**src/rtl/extint_pkg.sv**
```systemverilog
package extint_pkg;

  typedef enum logic [1:0] {
    SenseLow  = 2'b00,
    SenseRsvd = 2'b01,
    SenseFall = 2'b10,
    SenseRise = 2'b11
  } senseMode_e;

  // Per-pin strobes from control to datapath
  typedef struct packed {
    logic setFlag;
    logic clrFlag;
    logic levelSel;
    logic edgeSel;
  } pinStrobe_t;

endpackage

```
**src/rtl/extint_control.sv**
```systemverilog
module extint_control
  import extint_pkg::*;
#(
  parameter int NumPins = 2
) (
  input  logic [2*NumPins-1:0]        senseMode,
  input  logic [NumPins-1:0]          irqAck,
  input  logic [NumPins-1:0]          syncNow,
  input  logic [NumPins-1:0]          syncPrev,
  output pinStrobe_t [NumPins-1:0]    strobes
);

  for (genvar g = 0; g < NumPins; g++) begin : g_pin
    senseMode_e mode;
    logic fell;
    logic rose;

    always_comb begin
      mode = senseMode_e'(senseMode[2*g +: 2]);
      fell = syncPrev[g] & ~syncNow[g];
      rose = ~syncPrev[g] & syncNow[g];
      strobes[g].levelSel = (mode == SenseLow);
      strobes[g].edgeSel  = (mode == SenseFall) || (mode == SenseRise);
      strobes[g].setFlag  = ((mode == SenseFall) && fell) ||
                            ((mode == SenseRise) && rose);
      strobes[g].clrFlag  = irqAck[g] && strobes[g].edgeSel;
    end
  end

endmodule

```
**src/rtl/extint_datapath.sv**
```systemverilog
module extint_datapath
  import extint_pkg::*;
#(
  parameter int NumPins    = 2,
  parameter int SyncStages = 2
) (
  input  logic                     clk,
  input  logic                     rst_n,
  input  logic [NumPins-1:0]       pinIn,
  input  logic [NumPins-1:0]       irqEnable,
  input  pinStrobe_t [NumPins-1:0] strobes,
  output logic [NumPins-1:0]       syncNow,
  output logic [NumPins-1:0]       syncPrev,
  output logic [NumPins-1:0]       irqReq
);

  localparam int SyncMsb = SyncStages - 1;

  for (genvar g = 0; g < NumPins; g++) begin : g_pin
    logic [SyncMsb:0] chain;
    logic             prevQ;
    logic             flagQ;

    always_ff @(posedge clk or negedge rst_n) begin
      if (!rst_n) begin
        chain <= '1;
        prevQ <= 1'b1;
        flagQ <= 1'b0;
      end else begin
        chain <= {chain[SyncMsb-1:0], pinIn[g]};
        prevQ <= chain[SyncMsb];
        if (strobes[g].setFlag)      flagQ <= 1'b1;
        else if (strobes[g].clrFlag) flagQ <= 1'b0;
      end
    end

    always_comb begin
      syncNow[g]  = chain[SyncMsb];
      syncPrev[g] = prevQ;
      irqReq[g]   = irqEnable[g] &
                    ((strobes[g].levelSel & ~chain[SyncMsb]) |
                     (strobes[g].edgeSel & flagQ));
    end
  end

endmodule

```
**src/rtl/extint_sense.sv**
```systemverilog
module extint_sense
  import extint_pkg::*;
#(
  parameter int NumPins    = 2,
  parameter int SyncStages = 2
) (
  input  logic                   clk,
  input  logic                   rst_n,
  input  logic [NumPins-1:0]     pinIn,
  input  logic [2*NumPins-1:0]   senseMode,
  input  logic [NumPins-1:0]     irqEnable,
  input  logic [NumPins-1:0]     irqAck,
  output logic [NumPins-1:0]     irqReq
);

  pinStrobe_t [NumPins-1:0] strobes;
  logic [NumPins-1:0]       syncNow;
  logic [NumPins-1:0]       syncPrev;

  extint_control #(.NumPins(NumPins)) u_ctrl (
    .senseMode(senseMode),
    .irqAck   (irqAck),
    .syncNow  (syncNow),
    .syncPrev (syncPrev),
    .strobes  (strobes)
  );

  extint_datapath #(.NumPins(NumPins), .SyncStages(SyncStages)) u_dp (
    .clk      (clk),
    .rst_n    (rst_n),
    .pinIn    (pinIn),
    .irqEnable(irqEnable),
    .strobes  (strobes),
    .syncNow  (syncNow),
    .syncPrev (syncPrev),
    .irqReq   (irqReq)
  );

endmodule

```
**config.mk**
```make
export PLATFORM = sky130hd
export DESIGN_NAME = extint_sense
export DESIGN_NICKNAME = d
export VERILOG_FILES = /design/src/rtl/extint_pkg.sv /design/src/rtl/extint_control.sv /design/src/rtl/extint_datapath.sv /design/src/rtl/extint_sense.sv
export SDC_FILE = /design/constraint.sdc
export NUM_CORES = 1
export LEC_CHECK = 0
export ABC_AREA = 1
export CAP_MARGIN = 40
export CORE_AREA = 2 2 39 41
export CTS_CLUSTER_SIZE = 28
export DETAILED_ROUTE_END_ITERATION = 10
export DIE_AREA = 0 0 41 43
export DONT_BUFFER_PORTS = 1
export PLACE_DENSITY = 0.43
export SYNTH_ARGS = -nofsm -noshare
export SYNTH_HDL_FRONTEND = slang
export SYNTH_SLANG_ARGS = --single-unit
```
**constraint.sdc**
```tcl
create_clock -name clk -period 1.7 [get_ports clk]
set_input_delay 0.255 -clock clk [delete_from_list [all_inputs] [get_ports clk]]
set_output_delay 0.255 -clock clk [all_outputs]
set_load 0.05 [all_outputs]
```
# Yosys cells after proc, flatten, opt, wreduce, memory -nomap -nowiden
# Index checks and enable logic that the tools add are counted.
# Widths: inputs -> output; s select.
# word_totals
reg_bits	8
wordCells	44
# op_classes
n_eq_ne	4
mux	4
n_bitwise	16
n_reduce_logical	14
# ops
cell	n
$and 1x1->1	10
$eq 2x2->1 const B	4
$logic_and 1x1->1	6
$logic_not 2->1	2
$logic_or 1x1->1	4
$mux 1	4
$not 1->1	4
$reduce_bool 2->1	2
$or 1x1->1	2

# Longest topological paths before layout
# logic_depth
word_depth	5
ltp_mapped	4
mapped_depth_nobuf	4

# Cells and area by module
# A second synthesis with hierarchy kept.
# hier_totals
hier_cells	54
hier_area_um2	412.9
# modules_own_cells
mod	n_inst	cells_each	area_each_um2
extint_datapath	1	26	307.8
extint_control	1	28	105.1

# Least setup slack after synthesis
# OpenSTA, ideal clock, no wires.
# synth_path
path_kind	reg2out
from	reg u_dp.g_pin[0].chain[1]
to	out irqReq[0]
arrival_time_ps	1181
required_time_ps	1445
path_slack_ps	264
stages_incl_launch_ff	4
path_buffers	0
cell_sequence	dfstp_2 > nor2_1 > nor2_1 > nor2_1
# synth_via
elab_chain_len	4
# synth_lines
element	line	rtl
from (decl)	extint_datapath.sv:20	logic [SyncMsb:0] chain;
from (signal assigned)	extint_datapath.sv:30	chain <= {chain[SyncMsb-1:0], pinIn[g]};
$not 1->1	extint_datapath.sv:41	((strobes[g].levelSel & ~chain[SyncMsb]) |
$and 1x1->1	extint_datapath.sv:41	
$or 1x1->1	extint_datapath.sv:41	
$and 1x1->1	extint_datapath.sv:40	irqReq[g] = irqEnable[g] &
to (decl)	extint_sense.sv:13	output logic [NumPins-1:0] irqReq
# No other way between the ends.

# Worst setup path in the final report
# Same ends and word-level chain as after synthesis.

==> metrics.txt <==
Critical Path, Cell by Cell=nor2_1 > nor2_1 > nor2_1 > buf_4; number of remaining DRC errors=0; Placed Cells=58; clk_lat worst skew=240 ps; unrepaired setup endpoints after global routing=no; Area Overhead vs Synth=26.6%; # IOs=14; Power Density=965 mW/mm2; Worst R2R End=u_dp.g_pin[1].flagQ; CP Launch Point=u_dp.g_pin[0].chain[1]; Vias/cell=3.83; maxcap violations=0; combinational share of power=0.126; WP data required=1440 ps; Syn Area/Cell=8.57 um2; Pint=0.322 mW; Buffers on Ports=0; Tot Pwr=0.419 mW; reg2reg setup slack=870 ps; outcome=finished, final reports clean; Initial Utilization=0.248; Final setup viols=0; H-tree depth=1; vias in the first global route=250; Die Span Y=43 um; Total Die Area=0.00176 mm2; pre-CTS setup slack=567 ps; switching power share of the total=0.232; pin count of the biggest net entering global routing=9; critical path arrival=1140 ps; final WL=472 um; Slew Limit Fails=0; Post-DRT Antenna Nets=0; hold violation total from the final report=0; Net Sw Power=0.0970 mW; leakage=0.235 nW; worst-margin pin slew=337 ps; startpoint types=flip-flop; delay of the slowest critical-path stage=530 ps; fin crit period=1390 ps; DR iter-0 viols=1; wire per inst=7.26 um; CTS tree=yes; gr usage total=0.0743; HPWL after detailed placement=377 um; die width=41 um; total number of vias=249; initial antenna violation count=0; GRT overflow=0; RR Startpoint=u_dp.g_pin[1].chain[1]; WS Path Type=reg -> out; Clock Power Share=0.354; Nets=62; FF+latch count, synth=8; Core Box Area=0.00138 mm2; Clock Tree Root=clkbuf_4; Worst Clk Skew=3.97 ps; crit path max fanout=3; setup TNS=0 ps; final cell count without fillers=65; syn_nets=52; CTS Buf Count=3; Clock Path Buffers=2; Hold Path Class=in -> reg; synth unique cells=7; row cnt=14; share of cells above drive strength 1=0.265; Final WS setup=307 ps; Seq pwr share=0.519; clock-pin slew on the worst setup and hold paths=50 ps; CP max-delay cell=dfstp_2; Setup crit end=irqReq[0]; Cells after Synth=40; crit end category=primary output; CP most frequent cell=nor2_1; post-synthesis sequential area ratio=0.606; Final Cycle Share=0.819; Synth Warn #=0; Post-Syn Area=343 um2; gpl congestion=0.604; Clock Sinks=8; TritonRoute pass-1 iters=3; first-pass GRT wire length=883 um; Antenna diodes=0; reg2reg path depth=3; Worst VDD drop=0.000502 V; Max Clk Rate=718 MHz; Slew Limit Headroom=0.775
==> metrics by stage <==
step / hold WS, ps / util / instance area (um2)
finish: 191 / 0.314 / 434
global route: 182 / 0.314 / 434
CTS: 180 / 0.314 / 434
detailed placement: -40.3 / 0.273 / 378
global placement: -40.3 / 0.273 / 378
floorplan: -40.6 / - / 343
==> critical path: cells and delay by family, from the launching register on <==
kind	cells	cell delay [ps]
simple gates	3	180
buf+inv	1	180
flops	1	530
==> registers in the layout, summed over array words and instances, names as in the netlist <==
| name | cells |
|---|---|
| u_dp.g_pin.chain | 4 |
| u_dp.g_pin.prevQ | 2 |
| u_dp.g_pin.flagQ | 2 |
==> worst min path at each step <==
stage                                endpoint         start  slack, ps  cells past startpoint
after CTS                 u_dp.g_pin[1].flagQ  senseMode[3]        180                      3
after detailed placement  u_dp.g_pin[1].flagQ         rst_n        -40                      0
after global routing      u_dp.g_pin[1].flagQ  senseMode[3]        180                      3
after floorplan           u_dp.g_pin[0].flagQ         rst_n        -40                      0
after global placement    u_dp.g_pin[0].flagQ         rst_n        -40                      0
final                     u_dp.g_pin[1].flagQ  senseMode[3]        190                      3
==> cell usage in the layout (no fill, tap or decap) <==
cell type,instances
buf_4,2
nand3_2,2
dlygate4sd3_1,3
o21ai_1,2
dfstp_2,6
nor2_1,8
inv_1,8
nand2_1,12
dfrtp_1,2
clkbuf_1,1
clkbuf_4,3
==> synthesized netlist by cell type <==
library cell  count  area [um2]
dfrtp_1           2        50.1
dfstp_2           6         158
nand3_2           2        20.0
nor2_1            8        30.0
o21ai_1           2        10.0
inv_1             8        30.0
nand2_1          12        45.0
==> routing by layer <==
metal | global-route usage | part of all wire | vias up
met2 | 0.116 | 0.50 | 7
li1 | - | - | 135
met4 | 0 | 0 | 0
met3 | 0.0628 | 0.076 | 0
met1 | 0.0805 | 0.43 | 107
met5 | 0 | 0 | -
==> power by group through the flow <==
| stage | combinational [mW] | sequential [mW] | clock [mW] |
|---|---|---|---|
| finish | 0.0530 | 0.218 | 0.149 |
| floorplan | 0.0372 | 0.219 | 0 |
| CTS | 0.0541 | 0.218 | 0.161 |
| global route | 0.0604 | 0.219 | 0.174 |
| detailed placement | 0.0451 | 0.221 | 0 |
| global placement | 0.0453 | 0.221 | 0 |
==> logic make-up after synthesis <==
family          Yosys count  share of synthesized area
compound gates            2                     0.0292
buf+inv                   8                     0.0876
flops                     8                      0.606
simple gates             22                      0.277
==> final cells by class <==
cell class	instances	area [um2]
Clock buffer	4	26.3
Fill cell	155	950
Inverter	8	30.0
Multi-Input combinational cell	24	105
Sequential cell	8	208
Tap cell	16	20.0
Timing Repair Buffer	5	45.0
==> what timing repair did <==
| action | in CTS | in global routing |
|---|---|---|
| hold buffers | 3 | 0 |
| setup buffers | 0 | 0 |
| endpoints found under the hold margin | 10 | 0 |
| resized for setup | 0 | 0 |
No activity file was read; power rests on OpenSTA's default activity.
